===== config.mk =====
export PLATFORM = sky130hd
export DESIGN_NAME = ts0_seq
export DESIGN_NICKNAME = d
export VERILOG_FILES = /design/src/rtl/ts0_pkg.sv /design/src/rtl/ts0_frame_ctr.sv /design/src/rtl/ts0_crc_spread.sv /design/src/rtl/ts0_word_build.sv /design/src/rtl/ts0_seq.sv
export SDC_FILE = /design/constraint.sdc
export NUM_CORES = 1
export LEC_CHECK = 0
export ABC_AREA = 1
export BUFFER_PORTS_ARGS = -buffer_cell sky130_fd_sc_hd__buf_2
export CORE_MARGIN = 5
export CORE_UTILIZATION = 52
export DETAILED_ROUTE_END_ITERATION = 8
export PLACE_DENSITY = 0.94
export SLEW_MARGIN = 20
export SYNTH_ARGS = -nofsm -noshare
export SYNTH_HDL_FRONTEND = slang
export SYNTH_SLANG_ARGS = --single-unit

===== constraint.sdc =====
create_clock -name clk -period 2.54 [get_ports clk]
set_clock_uncertainty 0.15 [all_clocks]
set_input_delay 0.508 -clock clk [delete_from_list [all_inputs] [get_ports clk]]
set_output_delay 0.508 -clock clk [all_outputs]
set_load 0.02 [all_outputs]

===== src/rtl/ts0_pkg.sv =====
package ts0_pkg;
  localparam int WORD_W = 8;
  localparam int SPARE_W = 4;
  localparam logic [WORD_W-2:0] ALIGN_TAIL = 7'b0011011;
endpackage


===== src/rtl/ts0_frame_ctr.sv =====
module ts0_frame_ctr #(
  parameter int MF_FRAMES = 16,
  localparam int FW = $clog2(MF_FRAMES + 1)
) (
  input  logic          clk,
  input  logic          rst_n,
  input  logic          adv,
  output logic [FW-1:0] cur_num,
  output logic [FW-1:0] nxt_num
);
  assign nxt_num = (cur_num == FW'(MF_FRAMES)) ? FW'(1) : cur_num + FW'(1);

  always_ff @(posedge clk or negedge rst_n) begin
    if (!rst_n)   cur_num <= FW'(1);
    else if (adv) cur_num <= nxt_num;
  end
endmodule


===== src/rtl/ts0_crc_spread.sv =====
// Picks the X bit for the upcoming frame. A group of 2*CRC_BITS frames shares
// one captured check value; CRC_BITS must be a power of two.
module ts0_crc_spread #(
  parameter int MF_FRAMES = 16,
  parameter int CRC_BITS = 4,
  localparam int FW = $clog2(MF_FRAMES + 1),
  localparam int CW = $clog2(CRC_BITS)
) (
  input  logic                clk,
  input  logic                rst_n,
  input  logic                adv,
  input  logic [FW-1:0]       nxt_num,
  input  logic [CRC_BITS-1:0] crc_in,
  output logic                x_nxt
);
  logic [FW-1:0]       zero_based;
  logic [CW-1:0]       slot;
  logic                group_start;
  logic [CRC_BITS-1:0] held;

  assign zero_based  = nxt_num - FW'(1);
  assign slot        = CW'(zero_based >> 1);
  assign group_start = (slot == '0) && !zero_based[0];
  assign x_nxt       = group_start ? crc_in[CRC_BITS-1]
                                   : held[CW'(CRC_BITS - 1) - slot];

  always_ff @(posedge clk or negedge rst_n) begin
    if (!rst_n)                   held <= '0;
    else if (adv && group_start)  held <= crc_in;
  end
endmodule


===== src/rtl/ts0_word_build.sv =====
module ts0_word_build
  import ts0_pkg::*;
(
  input  logic               clk,
  input  logic               rst_n,
  input  logic               adv,
  input  logic               odd_nxt,
  input  logic               x_nxt,
  input  logic               d_in,
  input  logic               n_in,
  input  logic [SPARE_W-1:0] y_in,
  output logic [WORD_W-1:0]  word_q
);
  logic [WORD_W-1:0] word_d;

  always_comb begin
    if (odd_nxt) word_d = {x_nxt, ALIGN_TAIL};
    else         word_d = {x_nxt, 1'b1, d_in, n_in, y_in};
  end

  always_ff @(posedge clk or negedge rst_n) begin
    if (!rst_n)   word_q <= {1'b0, ALIGN_TAIL};
    else if (adv) word_q <= word_d;
  end
endmodule


===== src/rtl/ts0_seq.sv =====
module ts0_seq
  import ts0_pkg::*;
#(
  parameter int MF_FRAMES = 16,
  parameter int CRC_BITS = 4,
  localparam int FW = $clog2(MF_FRAMES + 1)
) (
  input  logic                clk,
  input  logic                rst_n,
  input  logic                frame_strobe,
  input  logic                d_alarm,
  input  logic                n_alarm,
  input  logic [SPARE_W-1:0]  y_spare,
  input  logic [CRC_BITS-1:0] crc_bits,
  output logic [WORD_W-1:0]   word,
  output logic [FW-1:0]       frame_num,
  output logic                mf_start
);
  logic [FW-1:0] nxt_num;
  logic          x_nxt;

  ts0_frame_ctr #(.MF_FRAMES(MF_FRAMES)) u_ctr (
    .clk(clk), .rst_n(rst_n), .adv(frame_strobe),
    .cur_num(frame_num), .nxt_num(nxt_num)
  );

  ts0_crc_spread #(.MF_FRAMES(MF_FRAMES), .CRC_BITS(CRC_BITS)) u_spread (
    .clk(clk), .rst_n(rst_n), .adv(frame_strobe),
    .nxt_num(nxt_num), .crc_in(crc_bits), .x_nxt(x_nxt)
  );

  ts0_word_build u_build (
    .clk(clk), .rst_n(rst_n), .adv(frame_strobe),
    .odd_nxt(nxt_num[0]), .x_nxt(x_nxt),
    .d_in(d_alarm), .n_in(n_alarm), .y_in(y_spare),
    .word_q(word)
  );

  assign mf_start = (frame_num == FW'(1));
endmodule


==> results of run 1 <==
-- cell families after synthesis --
family / count (synthesis) / synth area share, %
adder cells (fa/ha/maj): 3 / 4.55
AO/OA/AOI/OAI: 13 / 11.1
AND/OR/NAND/NOR: 39 / 22.3
flip-flops: 17 / 52.3
buffers and inverters: 15 / 7.73
XOR/XNOR: 2 / 2.12
-- cell usage in the layout, fill, tap and decap left out --
cell / n
nor3_1: 2
clkbuf_4: 3
dlygate4sd3_1: 1
nand2_1: 16
ha_1: 3
nand2_2: 3
a21oi_1: 5
dfrtp_1: 12
xnor2_1: 1
nor2_4: 1
nand2_4: 1
inv_1: 12
dfstp_2: 5
buf_2: 26
clkbuf_1: 1
xor2_1: 1
nor2_1: 8
a22o_1: 2
clkinv_1: 1
nor2_2: 1
inv_2: 1
o21ai_0: 1
o22a_1: 4
nand4_1: 1
nand3_1: 6
o21ai_2: 1
-- per-layer routing --
layer,wire [um],vias to the layer above,track usage [%]
met5,0,-,0
met4,12,0,6.55
met3,103,2,4.22
met2,760,22,22.2
met1,759,301,18.3
li1,-,345,-
-- cells in the mapped netlist --
| cell | count |
|---|---|
| a21oi_1 | 5 |
| a22o_1 | 2 |
| buf_6 | 1 |
| clkinv_1 | 1 |
| dfrtp_1 | 12 |
| dfstp_2 | 5 |
| ha_1 | 3 |
| inv_1 | 12 |
| inv_2 | 1 |
| nand2_1 | 16 |
| nand2_2 | 3 |
| nand2_4 | 1 |
| nand3_1 | 6 |
| nand4_1 | 1 |
| nor2_1 | 8 |
| nor2_2 | 1 |
| nor2_4 | 1 |
| nor3_1 | 2 |
| o21ai_0 | 1 |
| o21ai_2 | 1 |
| o22a_1 | 4 |
| xnor2_1 | 1 |
| xor2_1 | 1 |
-- where the power goes --
group,internal (uW),switching [uW]
registers,370,70.4
clock network,60.9,78.3
logic,168,293
-- state kept, by name (all words and copies together), names as in the netlist --
name and cells:
u_spread.held 4, u_ctr.cur_num 5, u_build.word_q 8
-- cell type report --
type / instances / area, um^2
Timing Repair Buffer: 27 / 140
Sequential cell: 17 / 432
Multi-Input combinational cell: 57 / 330
Fill cell: 130 / 505
Tap cell: 16 / 20.0
Clock buffer: 4 / 26.3
Inverter: 14 / 52.6
-- worst paths after layout --
path | to | slack [ns] | cells past startpoint
max | mf_start | 0.56 | 4
min | u_build.word_q[2] | 0.29 | 2
max reg2reg | u_build.word_q[4] | 0.66 | 9
min reg2reg | u_spread.held[3] | 0.33 | 2
max in group asynchronous | u_build.word_q[4] | 1.42 | 2
min in group asynchronous | u_ctr.cur_num[1] | 0.51 | 2
-- metrics by stage --
| stage | power, uW | std cells | worst slack [ns] | area (um^2) | hold slack [ns] |
|---|---|---|---|---|---|
| after global placement | 893 | 130 | 0.720 | 965 | 0.289 |
| after floorplan | 773 | 89 | 0.756 | 826 | 0.0624 |
| final | 1040 | 135 | 0.558 | 1000 | 0.293 |
| after CTS | 1050 | 135 | 0.548 | 1000 | 0.286 |
| after detailed placement | 910 | 130 | 0.704 | 965 | 0.293 |
| after global routing | 1130 | 135 | 0.498 | 1000 | 0.266 |
==> reports/qor.txt, run 1 <==
Mapped Cells = 89
Ys Warns = 0
clock slew at reported path FFs = 0.09 ns
CP bufs+invs = 1
wirelength, routed = 1640 um
drt first pass iters = 4
leading area contributor after synthesis = dfrtp_1
initial antenna violation count = 0
critical setup path kind = reg2out
Seq/Total Area, Yosys = 52.3%
synth top area cells = dfrtp_1, dfstp_2, nand2_1
setup total negative slack = 0 ns
worst-path maximum fanout = 7
Worst Min Path Start = y_spare[2]
DR vias/cell = 4.96
Skew-Pair Late Insertion Delay = 0.28 ns
Final nets = 136
setup bufs post-CTS = 0
Worst-Margin Slew = 0.368 ns
Worst Setup SP = u_ctr.cur_num[0]
CTS sink cnt = 17
slowest stage cell, crit path = dfstp_2
Post-route DRC = 0
Pleak = 0.000540 uW
Avg Inst Size Synth = 9.28 um^2
die area = 2490 um^2
vias in the first global route = 679
clk buf depth = 2
Wirelength per Cell = 12.1 um
share of Yosys cell area claimed by the top area cell type = 36.4%
Port Buf Inserts = 26
gr usage total = 14.4%
initial DRC count = 22
CTS tree = done
max cap viols = 0
biggest cell delay along the critical path = 0.61 ns
minimum clock period = 1.98 ns
Slew headroom = 75.5%
pin count of the biggest net entering global routing = 18
CP Data Arrival Time = 1.32 ns
via count = 670
period utilization = 78.0%
Core ar. = 1510 um^2
clock root cell = clkbuf_4
Die Y = 49.9 um
Fin. Hold Viols = 0
Max VDD drop = 0.000590 V
PwrDens = 1040 nW/um^2
global placement routability congestion = 0.777
Required @ worst endpoint = 1.88 ns
reg2reg start = u_ctr.cur_num[0]
status = completed
RSZ-0062 raised after global routing = false
Num CTS Buffers = 3
n_diodes = 0
area grow syn2layout = 21.2%
Synthesized Nets = 105
die span in x = 49.9 um
post-detail-place hpwl = 1290 um
gr ovfl total = 0
critical-path cell list = ha_1 -> nand2_1 -> nor2_1 -> buf_2
Final Max Tran Viols = 0
Top delay family on crit path = flip-flops
PostCTS Resize Cnt = 0
share of cells above drive strength 1 = 35.3%
Synth Register Bits = 17
# H-tree levels = 1
IO Pins = 27
final setup fails = 0
Core Rows = 14
HP Class = in2reg
Netlist cell types = 23
cts hold-fix bufs = 1
Post-Syn Area = 826 um^2
global-route wire length before repair = 2820 um
Final ANT Viol Nets = 0
Critical Path Start Type = flip-flop
Final Core Density = 66.4%
initial core utilization = 54.8%
critical path endpoint category = primary output
Fmax = 0.505 GHz
(Power assumes the default switching activity.)
==> run 2: changes to the inputs <==
--- a/config.mk
+++ b/config.mk
@@ -8,9 +8,9 @@
 export ABC_AREA = 1
 export BUFFER_PORTS_ARGS = -buffer_cell sky130_fd_sc_hd__buf_2
 export CORE_MARGIN = 5
-export CORE_UTILIZATION = 52
+export CORE_UTILIZATION = 43
 export DETAILED_ROUTE_END_ITERATION = 8
-export PLACE_DENSITY = 0.94
+export PLACE_DENSITY = 0.84
 export SLEW_MARGIN = 20
 export SYNTH_ARGS = -nofsm -noshare
 export SYNTH_HDL_FRONTEND = slang
==> constraint.sdc (replaced) <==
create_clock -name clk -period 1.75 [get_ports clk]
set_clock_uncertainty 0.15 [all_clocks]
set_input_delay 0.35 -clock clk [delete_from_list [all_inputs] [get_ports clk]]
set_output_delay 0.35 -clock clk [all_outputs]
set_load 0.02 [all_outputs]
==> run 2 against run 1 <==
Compared with the run above:
- the run now ends with negative setup slack left
- design area rose by 18%
- sequential power rose by 45%
- via count rose by 12%
- cell count rose by 13%
- wire length rose by 21%
==> reports/qor.txt, run 2 (synthesis results as in run 1) <==
IO Pins = 27 (unchanged)
biggest regs = u_build.word_q: 8 flops, u_ctr.cur_num: 5 flops, u_spread.held: 4 flops
die area = 2900 um^2 (+17%)
hold slack = 0.129 ns (-0.164 ns)
die span in x = 53.8 um (+8.0%)
Core Rows = 15 (+1)
failing checks = negative setup slack
Core ar. = 1780 um^2 (+18%)
Skew-Pair Late Insertion Delay = 0.28 ns (about the same)
share of cells above drive strength 1 = 51.2% (+16 points)
period utilization = 104%
area grow syn2layout = 42.9%
Final Core Density = 66.2% (-0.27 points)
Required @ worst endpoint = 1.25 ns (-0.63 ns)
DR vias/cell = 4.92 (-0.84%)
via count = 748 (+12%)
Fmax = 0.550 GHz
initial core utilization = 46.3% (-8.5 points)
CTS tree = done
RSZ-0062 raised after global routing = true
n_diodes = 0 (unchanged)
initial antenna violation count = 0 (unchanged)
status = complete, but fails checks
wirelength, routed = 1980 um (+21%)
M1 WL = 826 um (+8.8%)
Die Y = 53.8 um (+8.0%)
worst-path maximum fanout = 2 (-5)
DR top layer = met4
minimum clock period = 1.82 ns
initial DRC count = 10 (-55%)
CTS sink cnt = 17 (unchanged)
Biggest register = u_build.word_q
post-place setup slack = 0.0103 ns (-0.694 ns)
clk buf depth = 2 (unchanged)
pin count of the biggest net entering global routing = 18 (unchanged)
Slew headroom = 76.2% (+0.69 points)
# H-tree levels = 1 (unchanged)
clock slew at reported path FFs = 0.09 ns (about the same)
gr ovfl total = 0 (unchanged)
global-route wire length before repair = 3060 um (+8.6%)
Final WS setup = -0.0669 ns (-0.625 ns)
Final nets = 144 (+5.9%)
final setup fails = 6 (+6)
Post-route DRC = 0 (unchanged)
critical path endpoint category = primary output
gr usage total = 14.8% (+0.43 points)
Fin. Hold Viols = 0 (unchanged)
critical setup path kind = reg2out
met3 wire len = 141 um (+37%)
vias in the first global route = 710 (+4.6%)
drt first pass iters = 4 (unchanged)
CP Data Arrival Time = 1.32 ns (about the same)
area post-placement = 1010 um^2 (+5.1%)
Worst-Margin Slew = 0.358 ns (-0.0104 ns)
most common cell after layout, fill and taps aside = buf_2
PwrDens = 1470 nW/um^2 (+41%)
setup total negative slack = -0.168 ns (-0.168 ns)
HP Class = in2reg
DR WL met2 = 983 um (+29%)
post-detail-place hpwl = 1370 um (+6.1%)
max cap viols = 0 (unchanged)
Pleak = 0.000609 uW (+13%)
Critical Path Start Type = flip-flop
Final Max Tran Viols = 0 (unchanged)
global placement routability congestion = 0.910 (+17%)
max reg flops = 8 (unchanged)
Num CTS Buffers = 3 (unchanged)
Port Buf Inserts = 26 (unchanged)
clock root cell = clkbuf_4
Final ANT Viol Nets = 0 (unchanged)
most frequent cells in the layout = buf_2, nand2_1, dfrtp_1
final instance area = 1180 um^2 (+18%)
Max VDD drop = 0.000946 V (+60%)
Wirelength per Cell = 13.0 um (+7.4%)
-- run 2: worst paths after layout --
path | startpoint | end | slack (ns) | cells past startpoint
worst min register to register | u_spread.held[3] | u_spread.held[3] | 0.34 | 2
worst min-delay path | y_spare[3] | u_build.word_q[3] | 0.13 | 2
worst max register to register | u_ctr.cur_num[0] | u_spread.held[0] | -0.03 | 11
min in group asynchronous | rst_n | u_spread.held[0] | 0.35 | 2
max in group asynchronous | rst_n | u_ctr.cur_num[0] | 0.79 | 2
worst max-delay path | u_ctr.cur_num[0] | mf_start | -0.07 | 5
-- run 2: metrics by stage --
step                std cells  power (uW)
floorplan                  89        1140
global placement          143        1320
detailed placement        143        1350
CTS                       150        1600
global route              152        1860
finish                    152        1730
-- run 2: report_power, final --
| part | switching, uW | leakage (uW) | internal [uW] |
|---|---|---|---|
| clock | 114 | 0.0000150 | 88.3 |
| combinational | 538 | 0.000400 | 351 |
| sequential | 104 | 0.000195 | 537 |
| total | 756 | 0.000609 | 977 |
-- run 2: critical path, cell delays in order (launching register included) --
cell     delay, ns
dfstp_2       0.56
buf_6         0.10
ha_4          0.12
nand2_4       0.05
nor2_4        0.08
buf_6         0.12
-- run 2: per-layer routing --
layer | vias to the layer above | global-route usage (%)
li1 | 364 | -
met1 | 350 | 17.2
met2 | 30 | 25.0
met3 | 4 | 4.43
met4 | 0 | 6.38
met5 | - | 0
-- run 2: what timing repair did --
item,4_1_cts,5_1_grt
pin swaps,2,6
buffers inserted,2,2
endpoints found under the hold margin,12,0
hold buffers,1,0
resized for setup,6,19
setup endpoints to repair,2,14
-- run 2: cell type report --
class	instances	area (um^2)
fillers	146	603
flip-flops and latches	17	432
multi-input cells	57	420
repair buffers	35	218
inverters	14	52.6
well taps	25	31.3
clock buffers	4	26.3
